### src/rtl/snoop_pkg.sv
package snoop_pkg;

  typedef enum logic [1:0] {
    LN_INV = 2'd0,
    LN_SHR = 2'd1,
    LN_EXC = 2'd2
  } line_st_e;

  typedef enum logic [1:0] {
    BC_NONE   = 2'd0,
    BC_RDMISS = 2'd1,
    BC_WRMISS = 2'd2,
    BC_WRBACK = 2'd3
  } bus_cmd_e;

  // strobes from control to line storage
  typedef struct packed {
    logic cpuWr;     // write hit on exclusive line
    logic fill;      // miss completed: install tag, data, state
    logic fillExc;   // fill as exclusive with processor data
    logic wbInv;     // victim written back: invalidate
    logic snpUpd;    // snoop changes state of the snooped line
    logic snpToInv;  // snoop target state: 1 invalid, 0 shared
  } strobe_t;

endpackage

### src/rtl/snoop_lines.sv
module snoop_lines
  import snoop_pkg::*;
#(
  parameter int IDX_W  = 2,
  parameter int TAG_W  = 6,
  parameter int DATA_W = 8
) (
  input  logic              clk,
  input  logic              rstN,
  input  strobe_t           ctl,
  input  logic [IDX_W-1:0]  cpuIdx,
  input  logic [TAG_W-1:0]  cpuTag,
  input  logic [DATA_W-1:0] cpuWdata,
  input  logic [DATA_W-1:0] busFillData,
  input  logic [IDX_W-1:0]  snpIdx,
  input  logic [TAG_W-1:0]  snpTag,
  output line_st_e          cpuSt,
  output logic              cpuTagHit,
  output logic [TAG_W-1:0]  cpuLineTag,
  output logic [DATA_W-1:0] cpuLineData,
  output line_st_e          snpSt,
  output logic              snpTagHit,
  output logic [DATA_W-1:0] snpLineData
);
  localparam int LINES = 1 << IDX_W;

  line_st_e          stArr   [LINES];
  logic [TAG_W-1:0]  tagArr  [LINES];
  logic [DATA_W-1:0] dataArr [LINES];

  assign cpuSt       = stArr[cpuIdx];
  assign cpuLineTag  = tagArr[cpuIdx];
  assign cpuLineData = dataArr[cpuIdx];
  assign cpuTagHit   = (tagArr[cpuIdx] == cpuTag);
  assign snpSt       = stArr[snpIdx];
  assign snpTagHit   = (tagArr[snpIdx] == snpTag);
  assign snpLineData = dataArr[snpIdx];

  always_ff @(posedge clk) begin
    if (!rstN) begin
      for (int i = 0; i < LINES; i++) begin
        stArr[i]   <= LN_INV;
        tagArr[i]  <= '0;
        dataArr[i] <= '0;
      end
    end else begin
      // snoop first; processor-side updates override on the same index
      if (ctl.snpUpd) stArr[snpIdx] <= ctl.snpToInv ? LN_INV : LN_SHR;
      if (ctl.wbInv)  stArr[cpuIdx] <= LN_INV;
      if (ctl.cpuWr)  dataArr[cpuIdx] <= cpuWdata;
      if (ctl.fill) begin
        tagArr[cpuIdx]  <= cpuTag;
        stArr[cpuIdx]   <= ctl.fillExc ? LN_EXC : LN_SHR;
        dataArr[cpuIdx] <= ctl.fillExc ? cpuWdata : busFillData;
      end
    end
  end

  // a completed fill leaves a valid line carrying the requested tag
  a_r7_fill_installs: assert property (@(posedge clk) disable iff (!rstN)
    ctl.fill |=> (stArr[$past(cpuIdx)] != LN_INV) && (tagArr[$past(cpuIdx)] == $past(cpuTag)));

  // a snoop update never leaves the line exclusive
  a_r9_snoop_drops_excl: assert property (@(posedge clk) disable iff (!rstN)
    (ctl.snpUpd && !(ctl.fill && cpuIdx == snpIdx)) |=> stArr[$past(snpIdx)] != LN_EXC);

endmodule

### src/rtl/snoop_fsm.sv
module snoop_fsm
  import snoop_pkg::*;
#(
  parameter int ADDR_W = 8,
  parameter int IDX_W  = 2,
  parameter int DATA_W = 8
) (
  input  logic              clk,
  input  logic              rstN,
  input  logic              cpuValid,
  input  logic              cpuWrite,
  input  logic [ADDR_W-1:0] cpuAddr,
  input  logic [DATA_W-1:0] cpuWdata,
  output logic              cpuReady,
  output logic [DATA_W-1:0] cpuRdata,
  output logic              busReqValid,
  output logic [1:0]        busReqCmd,
  output logic [ADDR_W-1:0] busReqAddr,
  output logic [DATA_W-1:0] busReqData,
  input  logic              busDone,
  input  logic [DATA_W-1:0] busFillData,
  input  logic              snpValid,
  input  logic [1:0]        snpCmd,
  input  logic              snpFromSelf,
  output logic              snpFlush,
  input  line_st_e          cpuSt,
  input  logic              cpuTagHit,
  input  logic [ADDR_W-IDX_W-1:0] cpuLineTag,
  input  logic [DATA_W-1:0] cpuLineData,
  input  line_st_e          snpSt,
  input  logic              snpTagHit,
  output strobe_t           ctl
);
  typedef enum logic [1:0] {FS_IDLE, FS_WB, FS_MISS} fsm_e;
  fsm_e cur, nxt;

  logic snpActive, snpMatch, lineHit, go;

  assign snpActive = snpValid && !snpFromSelf &&
                     (snpCmd == BC_RDMISS || snpCmd == BC_WRMISS);
  assign snpMatch  = snpActive && snpTagHit && (snpSt != LN_INV);
  assign snpFlush  = snpMatch && (snpSt == LN_EXC);
  assign lineHit   = cpuTagHit && (cpuSt != LN_INV);
  assign go        = cpuValid && !snpActive;
  assign cpuRdata  = (cur == FS_MISS) ? busFillData : cpuLineData;

  always_comb begin
    nxt          = cur;
    ctl          = '0;
    ctl.snpUpd   = snpMatch && (snpCmd == BC_WRMISS || snpSt == LN_EXC);
    ctl.snpToInv = (snpCmd == BC_WRMISS);
    cpuReady     = 1'b0;
    busReqValid  = 1'b0;
    busReqCmd    = BC_NONE;
    busReqAddr   = cpuAddr;
    busReqData   = cpuWdata;
    case (cur)
      FS_IDLE: begin
        if (go) begin
          if (lineHit && !cpuWrite) begin
            cpuReady = 1'b1;
          end else if (lineHit && cpuSt == LN_EXC) begin
            cpuReady  = 1'b1;
            ctl.cpuWr = 1'b1;
          end else begin
            nxt = (!lineHit && cpuSt == LN_EXC) ? FS_WB : FS_MISS;
          end
        end
      end
      FS_WB: begin
        // a snoop may already have taken the victim; then skip the write-back
        if (cpuSt == LN_EXC) begin
          busReqValid = 1'b1;
          busReqCmd   = BC_WRBACK;
          busReqAddr  = {cpuLineTag, cpuAddr[IDX_W-1:0]};
          busReqData  = cpuLineData;
          if (busDone) begin
            ctl.wbInv = 1'b1;
            nxt       = FS_MISS;
          end
        end else begin
          nxt = FS_MISS;
        end
      end
      default: begin
        busReqValid = 1'b1;
        busReqCmd   = cpuWrite ? BC_WRMISS : BC_RDMISS;
        if (busDone) begin
          ctl.fill    = 1'b1;
          ctl.fillExc = cpuWrite;
          cpuReady    = 1'b1;
          nxt         = FS_IDLE;
        end
      end
    endcase
  end

  always_ff @(posedge clk) begin
    if (!rstN) cur <= FS_IDLE;
    else       cur <= nxt;
  end

  // idle never drives the bus; a request always carries a real command
  a_r13_idle_quiet: assert property (@(posedge clk) disable iff (!rstN)
    (cur == FS_IDLE) |-> !busReqValid);
  a_r13_cmd_coded: assert property (@(posedge clk) disable iff (!rstN)
    busReqValid |-> (busReqCmd != BC_NONE));
  // the processor is never released while a write-back is on the bus
  a_r4_wb_holds_cpu: assert property (@(posedge clk) disable iff (!rstN)
    (busReqValid && busReqCmd == BC_WRBACK) |-> !cpuReady);
  // a foreign snoop blocks a new processor request
  a_r11_snoop_first: assert property (@(posedge clk) disable iff (!rstN)
    (snpActive && cur == FS_IDLE) |-> !cpuReady);

endmodule

### src/rtl/snoop_msi_ctrl.sv
module snoop_msi_ctrl
  import snoop_pkg::*;
#(
  parameter int ADDR_W = 8,
  parameter int IDX_W  = 2,
  parameter int DATA_W = 8
) (
  input  logic              clk,
  input  logic              rstN,
  input  logic              cpuValid,
  input  logic              cpuWrite,
  input  logic [ADDR_W-1:0] cpuAddr,
  input  logic [DATA_W-1:0] cpuWdata,
  output logic              cpuReady,
  output logic [DATA_W-1:0] cpuRdata,
  output logic              busReqValid,
  output logic [1:0]        busReqCmd,
  output logic [ADDR_W-1:0] busReqAddr,
  output logic [DATA_W-1:0] busReqData,
  input  logic              busDone,
  input  logic [DATA_W-1:0] busFillData,
  input  logic              snpValid,
  input  logic [1:0]        snpCmd,
  input  logic [ADDR_W-1:0] snpAddr,
  input  logic              snpFromSelf,
  output logic              snpFlush,
  output logic [DATA_W-1:0] snpData
);
  localparam int TAG_W = ADDR_W - IDX_W;

  strobe_t           ctl;
  line_st_e          cpuSt, snpSt;
  logic              cpuTagHit, snpTagHit;
  logic [TAG_W-1:0]  cpuLineTag;
  logic [DATA_W-1:0] cpuLineData;

  snoop_lines #(.IDX_W(IDX_W), .TAG_W(TAG_W), .DATA_W(DATA_W)) u_lines (
    .clk(clk), .rstN(rstN), .ctl(ctl),
    .cpuIdx(cpuAddr[IDX_W-1:0]), .cpuTag(cpuAddr[ADDR_W-1:IDX_W]),
    .cpuWdata(cpuWdata), .busFillData(busFillData),
    .snpIdx(snpAddr[IDX_W-1:0]), .snpTag(snpAddr[ADDR_W-1:IDX_W]),
    .cpuSt(cpuSt), .cpuTagHit(cpuTagHit), .cpuLineTag(cpuLineTag),
    .cpuLineData(cpuLineData), .snpSt(snpSt), .snpTagHit(snpTagHit),
    .snpLineData(snpData)
  );

  snoop_fsm #(.ADDR_W(ADDR_W), .IDX_W(IDX_W), .DATA_W(DATA_W)) u_fsm (
    .clk(clk), .rstN(rstN),
    .cpuValid(cpuValid), .cpuWrite(cpuWrite), .cpuAddr(cpuAddr),
    .cpuWdata(cpuWdata), .cpuReady(cpuReady), .cpuRdata(cpuRdata),
    .busReqValid(busReqValid), .busReqCmd(busReqCmd),
    .busReqAddr(busReqAddr), .busReqData(busReqData),
    .busDone(busDone), .busFillData(busFillData),
    .snpValid(snpValid), .snpCmd(snpCmd), .snpFromSelf(snpFromSelf),
    .snpFlush(snpFlush),
    .cpuSt(cpuSt), .cpuTagHit(cpuTagHit), .cpuLineTag(cpuLineTag),
    .cpuLineData(cpuLineData), .snpSt(snpSt), .snpTagHit(snpTagHit),
    .ctl(ctl)
  );

endmodule

### config.mk
export PLATFORM = sky130hd
export DESIGN_NAME = snoop_msi_ctrl
export DESIGN_NICKNAME = d
export VERILOG_FILES = /design/src/rtl/snoop_pkg.sv /design/src/rtl/snoop_lines.sv /design/src/rtl/snoop_fsm.sv /design/src/rtl/snoop_msi_ctrl.sv
export SDC_FILE = /design/constraint.sdc
export NUM_CORES = 1
export LEC_CHECK = 0
export BUFFER_PORTS_ARGS = -buffer_cell sky130_fd_sc_hd__buf_2
export CAP_MARGIN = 20
export CORE_MARGIN = 2
export CORE_UTILIZATION = 55
export CTS_CLUSTER_SIZE = 28
export DETAILED_ROUTE_END_ITERATION = 7
export PLACE_DENSITY = 0.79
export SLEW_MARGIN = 40
export SYNTH_ARGS = -nofsm -noshare
export SYNTH_HDL_FRONTEND = slang
export SYNTH_HIERARCHICAL = 1
export SYNTH_SLANG_ARGS = --single-unit
### constraint.sdc
create_clock -name clk -period 9 [get_ports clk]
set_input_delay 0.45 -clock clk [delete_from_list [all_inputs] [get_ports clk]]
set_output_delay 0.45 -clock clk [all_outputs]
set_load 0.02 [all_outputs]
==> impl_results.md, run 1 <==
- Status: finished clean
- Setup bufs post-CTS: 0
- Crit-path cells: buf_2, mux4_1, xnor2_1, nand4_1, nor3_2, inv_1, nor4b_1, o21ai_1, or2_2, nand2_1
- Number of diodes: 0
- Final Routed Wirelength: roughly 9600 um
- Synth top area cells: edfxtp_1 47%, mux4_2 16%, nor2_1 5.0%, mux2_2 3.8%, mux2_4 2.6%
- Async SR Flop Fraction: 0
- Power per cell area: 149 mW/mm^2
- Initial drt markers: 249
- Die footprint: slightly above 0.008 mm^2
- Slowest stage cell, crit path: mux4_1
- DRC viols: 0
- # rows: 31
- Die W: slightly above 90 um
- Clk_skew: around 0.0047 ns
- EDFF count, synth: 64
- Setup TNS: 0 ns
- Synth cell types: 46
- CP Capture Type: flip-flop
- First-pass GRT wire length: around 15000 um
- Initial core utilization: 0.567
- FF+latch count, synth: 66
- Crit path launch type: input port
- Grt total ovfl: 0
- Static Leak: roughly 0.0019 uW
- CORE AREA: 0.00725 mm^2
- Pin count of the biggest net entering global routing: 22
- Synth Warn #: 6
- H-tree depth: 3
- Seq/Total Area, Yosys: 0.477
- Vias: about 2900
- Least-Margin Pin Slew: just over 0.8 ns
- Clock transition at path regs: about 0.070 ns
- Max Fclk: around 250 MHz
- Max-slew headroom: 0.447
- Hold buffers post-CTS: 0
- # setup viols final: 0
- Post-synth top area share: 0.467
- Final GP Congestion: between 0.8 and 0.9
- Drt pass-1 iters: 5
- Slew Viols, Final: 0
- Initial antenna violation count: 0
- Final worst path period need: 3.95 ns
- CP delay by family, top: simple AND/OR/NAND/NOR gates
- Layout cell share with drive strength beyond 1: 0.414
- WP data required: around 9.0 ns
- Detail Placement HPWL: 7000 um
- WS Path Type: in2reg
- Routed WL per cell: roughly 20 um
- Hold Crit Class: in2reg
- Hold_ws: ~0.42 ns
- Num CTS Buffers: 9
- Nets: around 430
- # port buffers: 77
- All-Layer GR Usage: 0.246
- Final hold violations: 0
- TritonCTS clock tree: built
- CTS Root Cell: clkbuf_8
- Post-synth net total: 365
- Synth area leader: edfxtp_1
- Max-cap viol count: 0
- Period utilization: 0.439
- Die Y-Extent: between 90 and 100 um
- Crit path max fanout: 21
- Post-CTS Resized: 0
- Vias in the first global route: ~3000
- Synth Area per Inst: about 13 um^2
- Area Growth Syn to Fin: 12.4%
- CP Buf/Inv Count: 2
- Unrepaired setup endpoints after global routing: no
- Clock Sinks: 66
- Num ports: approximately 80
- Worst path max stage delay: ~0.70 ns
- WP data arrival: 3.95 ns
- Latest clock arrival within the worst-skew pair: about 0.33 ns
- Peak supply drop: around 0.078 mV
- Longest Clk Path Bufs: 2
- Synthesized cell area: slightly above 0.004 mm^2
- Main flop type after synthesis: edfxtp_1
- Via density per instance: about 6
- ANT nets after route: 0
- Cells after Synth: approximately 320
worst min-delay path, cell delays in order:
cell and delay (ns):
buf_2 0.11, nand4_1 0.09, a21oi_1 0.06
stage by stage:
step | cell area (um^2) | setup WS [ns] | power, uW | utilization | cells
final | 4620 | 5.05 | 689 | 0.638 | 490
after floorplan | 4110 | 5.72 | 458 | - | 323
after global placement | 4470 | 4.75 | 495 | 0.617 | 475
after global routing | 4620 | 4.81 | 715 | 0.638 | 490
after CTS | 4620 | 5.08 | 692 | 0.638 | 490
after detailed placement | 4470 | 4.74 | 498 | 0.617 | 475
cell usage after synthesis, drive strengths merged, types with 2 or more instances:
library cell / count
a21o: 2
a21oi: 2
and2: 2
buf: 15
clkbuf: 10
dfxtp: 2
edfxtp: 64
inv: 22
mux2: 22
mux2i: 8
mux4: 32
nand2: 19
nand2b: 4
nand3: 2
nand3b: 3
nand4: 4
nor2: 55
nor3: 3
nor4b: 2
o211ai: 3
o21ai: 8
o32ai: 4
or2: 13
xnor2: 8
xor2: 4
layout make-up:
type	count	area, um^2
fillers	549	2630
multi-input cells	210	1910
inverters	22	82.6
repair buffers	78	393
clock buffers	10	128
flip-flops and latches	66	1960
well taps	99	124
clock inverters	5	22.5
state kept, by name, summed over array words and instances, names as in the netlist:
name	cells
u_lines/dataArr	32
u_lines/tagArr	24
u_lines/stArr	8
u_fsm/cur	2
layer usage:
metal | track usage | vias to the layer above | share of wire
met5 | 0 | - | 0
met4 | 0.106 | 0 | 0.022
met3 | 0.0467 | 19 | 0.099
li1 | - | 1323 | -
met2 | 0.407 | 183 | 0.50
met1 | 0.320 | 1422 | 0.38
where the power goes:
group,leakage (uW),switching (uW),internal (uW)
registers,0.000680,8.68,351
clock network,0.0000808,102,95.0
logic,0.00114,75.2,57.8
kinds of logic after synthesis:
logic type / Yosys count / share of synthesized area
simple gates: 113 / 0.135
flops: 66 / 0.477
mux: 62 / 0.264
buf+inv: 47 / 0.0578
compound gates: 22 / 0.0374
xor+xnor: 12 / 0.0256
fa+ha+maj: 1 / 0.00304
final timing paths:
kind,from,endpoint,slack (ns),cells past startpoint
min,cpuValid,u_fsm/cur[0],0.42,3
max,cpuAddr[0],u_lines/dataArr[1][6],5.05,10
max reg2reg,u_lines/tagArr[1][3],u_lines/dataArr[1][6],5.41,9
min reg2reg,u_fsm/cur[0],u_fsm/cur[0],0.58,2
placed cells by master, fill, tap and decap left out, types with 4 or more instances in the layout:
master / netlist / layout
buf_2: 6 / 77
clkbuf_8: 0 / 9
edfxtp_1: 64 / 64
inv_1: 22 / 22
mux2_2: 14 / 14
mux2_4: 7 / 7
mux2i_1: 8 / 8
mux4_2: 29 / 29
nand2_1: 19 / 19
nand2b_1: 4 / 4
nand4_1: 4 / 4
nor2_1: 55 / 55
o21ai_1: 1 / 6
o32ai_1: 4 / 4
or2_2: 13 / 13
xnor2_1: 8 / 8
xor2_1: 4 / 4
(Power assumes the default switching activity.)
==> inputs of run 2 (changes only) <==
Settings changed: ABC_AREA set to 1.
Clock period 9 ns to 3.8 ns, I/O delays scaled along.
==> impl_results.md, run 2 <==
- Grt total ovfl: 0 (unchanged)
- ANT nets after route: 0 (unchanged)
- CP most frequent cell: nand2_1
- Max-slew headroom: 0.557 (was 0.447)
- Detail Placement HPWL: 8520 um (was 7000 um)
- Max reg flops: 32 (unchanged)
- Reg2reg start: u_lines/tagArr[2][3] (was u_lines/tagArr[1][3])
- # rows: 32 (was 31)
- Post-CTS Resized: 0 (unchanged)
- FILL cells: 686 (was 549)
- Unrepaired setup endpoints after global routing: no (unchanged)
- Most instantiated library cell after synthesis: nand2_1 (was edfxtp_1)
- Initial core utilization: 0.566 (was 0.567)
- Final GP Congestion: 0.996 (was 0.869)
- Post-synth top area share: 0.440 (was 0.467)
- R2R setup slack: 0.97 ns (was 5.41 ns)
- CP Buf/Inv Count: 1 (was 2)
- Synth cell types: 35 (was 46)
- Latest clock arrival within the worst-skew pair: 0.34 ns (was 0.33 ns)
- Die W: 93.2 um (was 90.5 um)
- Power per cell area: 387 mW/mm^2 (was 149 mW/mm^2)
- Biggest register: u_lines/dataArr (unchanged)
- Clk_skew: 0.0136 ns (was 0.00469 ns)
- Num ports: 78 (unchanged)
- WP data arrival: 2.83 ns (was 3.95 ns)
- Final Routed Wirelength: 11600 um (was 9580 um)
- # port buffers: 77 (unchanged)
- Max Fclk: about 350 MHz
- Crit path max fanout: 8 (was 21)
- Crit path launch type: flip-flop (was input port)
- Static Leak: 0.00222 uW (was 0.00191 uW)
- Vias in the first global route: 3774 (was 2966)
- Number of diodes: 0 (unchanged)
- Hold Crit Class: in2reg (unchanged)
- Clock Sinks: 66 (unchanged)
- Die Y-Extent: 93.2 um (was 90.5 um)
- Synth top area cells: edfxtp_1 44%, nand2_1 16%, nor2_1 8.9%, o21ai_0 3.9%, inv_1 3.8% (was edfxtp_1 47%, mux4_2 16%, nor2_1 5.0%, mux2_2 3.8%, mux2_4 2.6%)
- Commonest non-fill, non-tap cells in the layout: 190 x nand2_1, 104 x nor2_1, 77 x buf_2, 64 x edfxtp_1, 44 x inv_1 (was 77 x buf_2, 64 x edfxtp_1, 55 x nor2_1, 29 x mux4_2, 22 x inv_1)
- Layout cell share with drive strength beyond 1: 0.210 (was 0.414)
- Worst r2r dst: u_lines/dataArr[0][1] (was u_lines/dataArr[1][6])
- CP delay by family, top: simple AND/OR/NAND/NOR gates (unchanged)
- Hold buffers post-CTS: 0 (unchanged)
- Drt pass-1 iters: 6 (was 5)
- Pin count of the biggest net entering global routing: 37 (was 22)
- Routed WL per cell: 15.5 um (was 19.6 um)
- Slew Viols, Final: 0 (unchanged)
- Max-cap viol count: 0 (unchanged)
- Setup TNS: 0 ns (unchanged)
- Async SR Flop Fraction: 0 (unchanged)
- Via density per instance: 5.56 (was 6.01)
- Top flop regs: u_lines/dataArr x32, u_lines/tagArr x24, u_lines/stArr x8 (unchanged)
- Num CTS Buffers: 9 (unchanged)
- Worst path max stage delay: 0.42 ns (was 0.70 ns)
- Setup bufs post-CTS: 0 (unchanged)
- Hold EP: u_fsm/cur[1] (was u_fsm/cur[0])
- Setup WS post-layout: 0.972 ns (was 5.05 ns)
- # setup viols final: 0 (unchanged)
- CORE AREA: 0.00773 mm^2 (was 0.00725 mm^2)
- H-tree depth: 3 (unchanged)
- Post-synth net total: 623 (was 365)
- Vias: 4177 (was 2947)
- Placed cell count: 735 (was 475)
- Simple-gate share of the synthesized area: 0.341 (was 0.135)
- Slowest stage cell, crit path: edfxtp_1 (was mux4_1)
- Largest family of logic cells by synthesized area: simple AND/OR/NAND/NOR gates (was multiplexers)
- EDFF count, synth: 64 (unchanged)
- R2R cell count: 15 (was 9)
- FF+latch count, synth: 66 (unchanged)
- Die footprint: 0.00868 mm^2 (was 0.00819 mm^2)
- Mux share of post-synthesis cell area: 0 (was 0.264)
- Cells after Synth: 581 (was 323)
- First-pass GRT wire length: 18300 um (was 15300 um)
- Area Growth Syn to Fin: 11.9% (was 12.4%)
- Initial antenna violation count: 0 (unchanged)
- Least-Margin Pin Slew: 0.664 ns (was 0.824 ns)
- Compound-gate portion of the synthesized area: 0.108 (was 0.0374)
- CTS Root Cell: clkbuf_8 (unchanged)
- Hold_ws: 0.208 ns (was 0.417 ns)
- DRC viols: 0 (unchanged)
- Final Power: 1890 uW (was 689 uW)
- HP Start: busDone (was cpuValid)
- Crit-path cells: nand2_1, nand2_1, nand2_1, nand2_1, nand2_1, nand2_1, nor2_1, nand2_1, nor2_1, inv_1, nor4_1, nor2_1, nor2_4, nand2_1, nand2_1 (was buf_2, mux4_1, xnor2_1, nand4_1, nor3_2, inv_1, nor4b_1, o21ai_1, or2_2, nand2_1)
- Seq/Total Area, Yosys: 0.449 (was 0.477)
- Main flop type after synthesis: edfxtp_1 (unchanged)
- Synth Area per Inst: 7.52 um^2 (was 12.7 um^2)
- TritonCTS clock tree: built (unchanged)
- Nets: 686 (was 429)
- Post-route insts no fill: 751 (was 490)
- Period utilization: 0.744
- CP Capture Type: flip-flop (unchanged)
- All-Layer GR Usage: 0.272 (was 0.246)
- Commonest non-fill, non-tap cell in the layout: nand2_1 (was buf_2)
- Hold Path Stages: 4 (was 3)
- Peak supply drop: 0.258 mV (was 0.0780 mV)
- Clock transition at path regs: 0.08 ns (was 0.07 ns)
- Status: finished clean (unchanged)
- WP data required: 3.80 ns (was 9.00 ns)
- Top cells by count, synth: 190 x nand2_1, 104 x nor2_1, 64 x edfxtp_1 (was 64 x edfxtp_1, 55 x nor2_1, 29 x mux4_2)
- Synth area leader: edfxtp_1 (unchanged)
- Longest Clk Path Bufs: 2 (unchanged)
- Initial drt markers: 342 (was 249)
- Post-Synth XOR/XNOR Area: 0.00401 (was 0.0256)
- Synth Warn #: 6 (unchanged)
- Final hold violations: 0 (unchanged)
- WS Path Type: reg2reg (was in2reg)
- Place WS: 0.674 ns (was 4.74 ns)
- Synthesized cell area: 0.00437 mm^2 (was 0.00411 mm^2)
- Synth Area in Adders: 0.00286 (was 0.00304)
- Final worst path period need: roughly 2.8 ns
## run 2: cell types whose count changed in the layout (fill, tap and decap cells not counted), moves of 10 or more
| cell | before | now |
|---|---|---|
| mux4_2 | 29 | 0 |
| nor2_1 | 55 | 104 |
| o21ai_0 | 2 | 34 |
| or2_2 | 13 | 2 |
| inv_1 | 22 | 44 |
| inv_2 | 0 | 13 |
| nand2_1 | 19 | 190 |
| o22ai_1 | 0 | 10 |
| nand3_1 | 2 | 26 |
| mux2_2 | 14 | 0 |
| a22oi_1 | 0 | 16 |
## run 2: how the worst max path moves through the flow
stage                     slack, ns            startpoint  cells past startpoint                     to
after global placement         0.74            cpuAddr[1]                     13  u_lines/dataArr[0][5]
after floorplan                1.24            cpuAddr[0]                     12  u_lines/dataArr[3][0]
after global routing           0.67            cpuAddr[1]                     13  u_lines/dataArr[2][5]
after CTS                      1.01  u_lines/tagArr[2][3]                     15  u_lines/dataArr[0][4]
final                          0.97  u_lines/tagArr[2][3]                     15  u_lines/dataArr[0][1]
after detailed placement       0.67            cpuAddr[0]                     13  u_lines/dataArr[0][5]
## run 2: per-stage QoR
stage / area, um^2 / util
final: 4890 / 0.633
after global routing: 4890 / 0.633
after CTS: 4890 / 0.633
after detailed placement: 4700 / 0.609
after global placement: 4700 / 0.609
after floorplan: 4370 / -
## run 2: per-layer routing
layer / wire, um / global-route usage / vias to the layer above
li1: - / - / 2024
met1: 4750 / 0.363 / 1890
met2: 5650 / 0.463 / 233
met3: 944 / 0.0338 / 30
met4: 269 / 0.0895 / 0
met5: 0 / 0 / -
## run 2: final cells by class
class / count / area, um^2 / area share
clock buffer: 11 / 131 / 0.0269
tap: 102 / 128 / 0.0261
sequential: 66 / 1960 / 0.401
multi-input combinational: 430 / 1990 / 0.408
timing repair buffer: 79 / 400 / 0.0819
inverter: 58 / 220 / 0.0450
clock inverter: 5 / 55.1 / 0.0113
## run 2: worst register-to-register path: cells and delay by family, from the launching register on
family                 cells  cell delay (ns)
and+or+nand+nor           14             1.99
buffers and inverters      1             0.09
DFF                        1             0.42
## run 2: cells by family (layout without fill, tap and decap cells)
group / Yosys count / in the layout
simple gates: 352 / 352
buf+inv: 85 / 153
compound gates: 75 / 75
flops: 66 / 66
xor+xnor: 2 / 2
fa+ha+maj: 1 / 1
## run 2: report_power, final
part           internal [uW]  switching (uW)  total, uW  leakage (uW)
Sequential               838            24.8        863      0.000679
Clock                    301             271        572     0.0000893
Combinational            141             315        456       0.00145
==> inputs of run 3 (changes only) <==
Settings changed: CORE_UTILIZATION 55 to 51, PLACE_DENSITY 0.79 to 0.77.
Clock period 3.8 ns to 2.4 ns, I/O delays scaled along.
==> impl_results.md, run 3 (synthesized netlist as in run 2, its figures left out) <==
- Status: finished clean (unchanged)
- Area post-placement: 0.00488 mm^2 (was 0.00470 mm^2)
- Reg2reg start: u_lines/tagArr[1][4] (was u_lines/tagArr[2][3])
- Commonest non-fill, non-tap cell in the layout: nand2_1 (unchanged)
- Initial core utilization: 0.529 (was 0.566)
- Unrepaired setup endpoints after global routing: yes (was no)
- M1 WL: 4630 um (was 4750 um)
- HP Start: busDone (unchanged)
- Hold EP: u_fsm/cur[1] (unchanged)
- CP delay by family, top: simple AND/OR/NAND/NOR gates (unchanged)
- Hold buffers post-CTS: 0 (unchanged)
- Commonest non-fill, non-tap cells in the layout: 183 x nand2_1, 95 x nor2_1, 75 x buf_2, 64 x edfxtp_1, 42 x inv_1 (was 190 x nand2_1, 104 x nor2_1, 77 x buf_2, 64 x edfxtp_1, 44 x inv_1)
- Least-Margin Pin Slew: 0.500 ns (was 0.664 ns)
- Met3 routed wirelength: 1250 um (was 944 um)
- CORE AREA: 0.00826 mm^2 (was 0.00773 mm^2)
- Die W: 96.6 um (was 93.2 um)
- Worst r2r dst: u_lines/dataArr[0][2] (was u_lines/dataArr[0][1])
- # port buffers: 77 (unchanged)
- Number of diodes: 0 (unchanged)
- WP data required: 2.59 ns (was 3.80 ns)
- Final GP Congestion: 0.979 (was 0.996)
- Pin count of the biggest net entering global routing: 26 (was 37)
- All-Layer GR Usage: 0.272 (about the same)
- Clk_skew: 0.0142 ns (was 0.0136 ns)
- Layout cell share with drive strength beyond 1: 0.275 (was 0.210)
- Latest clock arrival within the worst-skew pair: 0.34 ns (about the same)
- Biggest register: u_lines/dataArr (unchanged)
- Design Area, Final: 0.00527 mm^2 (was 0.00489 mm^2)
- Crit-path cells: buf_4, nand2_1, nand2_1, nand2_1, nand3_1, nand2_1, nand3_1, nor2_2, inv_2, nor4_4, nor2_2, nor2_4, clkinv_4, nor3_4, inv_2, nor2_1 (was nand2_1, nand2_1, nand2_1, nand2_1, nand2_1, nand2_1, nor2_1, nand2_1, nor2_1, inv_1, nor4_1, nor2_1, nor2_4, nand2_1, nand2_1)
- Top flop regs: u_lines/dataArr x32, u_lines/tagArr x24, u_lines/stArr x8 (unchanged)
- Area Growth Syn to Fin: 20.4% (was 11.9%)
- Hold Path Stages: 4 (unchanged)
- ANT nets after route: 0 (unchanged)
- Slew Viols, Final: 0 (unchanged)
- Final Routed Wirelength: 12400 um (was 11600 um)
- DRC viols: 0 (unchanged)
- Met2 wire len: 6180 um (was 5650 um)
- Drt pass-1 iters: 6 (unchanged)
- Num ports: 78 (unchanged)
- Vias in the first global route: 4080 (was 3774)
- Grt total ovfl: 0 (unchanged)
- Num CTS Buffers: 9 (unchanged)
- Clock transition at path regs: 0.07 ns (was 0.08 ns)
- CP Capture Type: flip-flop (unchanged)
- # rows: 33 (was 32)
- # setup viols final: 0 (unchanged)
- Die Y-Extent: 96.6 um (was 93.2 um)
- Setup TNS: 0 ns (unchanged)
- Power per cell area: 576 mW/mm^2 (was 387 mW/mm^2)
- Max-cap viol count: 0 (unchanged)
- First-pass GRT wire length: 19000 um (was 18300 um)
- Via density per instance: 5.64 (was 5.56)
- Peak supply drop: 0.421 mV (was 0.258 mV)
- Period utilization: 0.976 (was 0.744)
- R2R cell count: 16 (was 15)
- WS Path Type: reg2reg (unchanged)
- Hold_ws: 0.125 ns (was 0.208 ns)
- Static Leak: 0.00240 uW (was 0.00222 uW)
- Routed WL per cell: 15.9 um (was 15.5 um)
- CTS Root Cell: clkbuf_8 (unchanged)
- H-tree depth: 3 (unchanged)
- Final worst path period need: 2.34 ns (was 2.83 ns)
- Vias: 4407 (was 4177)
- Final hold violations: 0 (unchanged)
- Nets: 713 (was 686)
- R2R setup slack: 0.06 ns (was 0.97 ns)
- Uppermost routed layer: met4 (unchanged)
- Initial drt markers: 377 (was 342)
- Worst path max stage delay: 0.39 ns (was 0.42 ns)
- Clock Sinks: 66 (unchanged)
- WP data arrival: 2.53 ns (was 2.83 ns)
- Crit path max fanout: 6 (was 8)
- Die footprint: 0.00933 mm^2 (was 0.00868 mm^2)
- Detail Placement HPWL: 9170 um (was 8520 um)
- CP most frequent cell: nand2_1 (unchanged)
- CP Buf/Inv Count: 4 (was 1)
- Crit path launch type: flip-flop (unchanged)
- Initial antenna violation count: 0 (unchanged)
- Max Fclk: 427 MHz (was 354 MHz)
- Hold Crit Class: in2reg (unchanged)
- Max-slew headroom: 0.667 (was 0.557)
- Longest Clk Path Bufs: 2 (unchanged)
- Max reg flops: 32 (unchanged)
- TritonCTS clock tree: built (unchanged)
- Slowest stage cell, crit path: edfxtp_1 (unchanged)
-- run 3: cell types whose count changed in the layout (fill, tap and decap cells not counted), sizes merged --
cell	change
buf	+27
clkinv	+2
clkinvlp	-2
clkbuf	+1
inv	-1
-- run 3: stage by stage --
stage	cells	util	power (uW)	worst slack, ns
3_5_place_dp	759	0.591	2140	-0.236
4_1_cts	776	0.617	3010	0.00948
5_1_grt	781	0.638	3180	-0.157
2_1_floorplan	581	-	1920	0.0623
3_3_place_gp	759	0.591	2120	-0.156
6_report	781	0.638	3030	0.0574
-- run 3: how the worst max path moves through the flow --
stage                          from                    end  slack, ns  depth (start not counted)
2_1_floorplan            cpuAddr[0]  u_lines/dataArr[0][0]       0.06                         14
3_3_place_gp             cpuAddr[0]  u_lines/dataArr[1][5]      -0.16                         16
3_5_place_dp             cpuAddr[0]  u_lines/dataArr[1][4]      -0.24                         16
4_1_cts        u_lines/tagArr[2][3]    u_lines/stArr[1][0]      0.009                         13
5_1_grt        u_lines/tagArr[1][3]    u_lines/stArr[1][1]      -0.16                         13
6_report       u_lines/tagArr[1][4]  u_lines/dataArr[0][2]       0.06                         16
-- run 3: power by group --
group	switching (uW)	total [uW]	internal, uW
registers	42.6	1370	1330
clock network	398	871	473
logic	532	793	261
total	973	3030	2060
-- run 3: routing by layer --
| metal | GRT usage | up-vias |
|---|---|---|
| li1 | - | 2073 |
| met1 | 0.339 | 2045 |
| met2 | 0.452 | 254 |
| met4 | 0.130 | 0 |
| met3 | 0.0574 | 35 |
| met5 | 0 | - |
-- run 3: what timing repair did --
action / in CTS / in global routing
endpoints found under the setup margin: 42 / 70
resized for setup: 7 / 36
pin swaps: 2 / 17
setup buffers: 1 / 5
-- run 3: area by class of cell --
class,instances,area [um^2]
Clock buffer,12,135
Clock inverter,4,42.5
Fill cell,720,2990
Inverter,58,225
Multi-Input combinational cell,430,2140
Sequential cell,66,1960
Tap cell,105,131
Timing Repair Buffer,106,624
-- run 3: worst register-to-register path, cell delays in order, from the launching register on --
cell	delay, ns
edfxtp_1	0.39
buf_4	0.15
nand2_1	0.06
nand2_1	0.06
nand2_1	0.08
nand3_1	0.07
nand2_1	0.09
nand3_1	0.09
nor2_2	0.17
inv_2	0.07
nor4_4	0.15
nor2_2	0.10
nor2_4	0.17
clkinv_4	0.15
nor3_4	0.25
inv_2	0.08
nor2_1	0.10
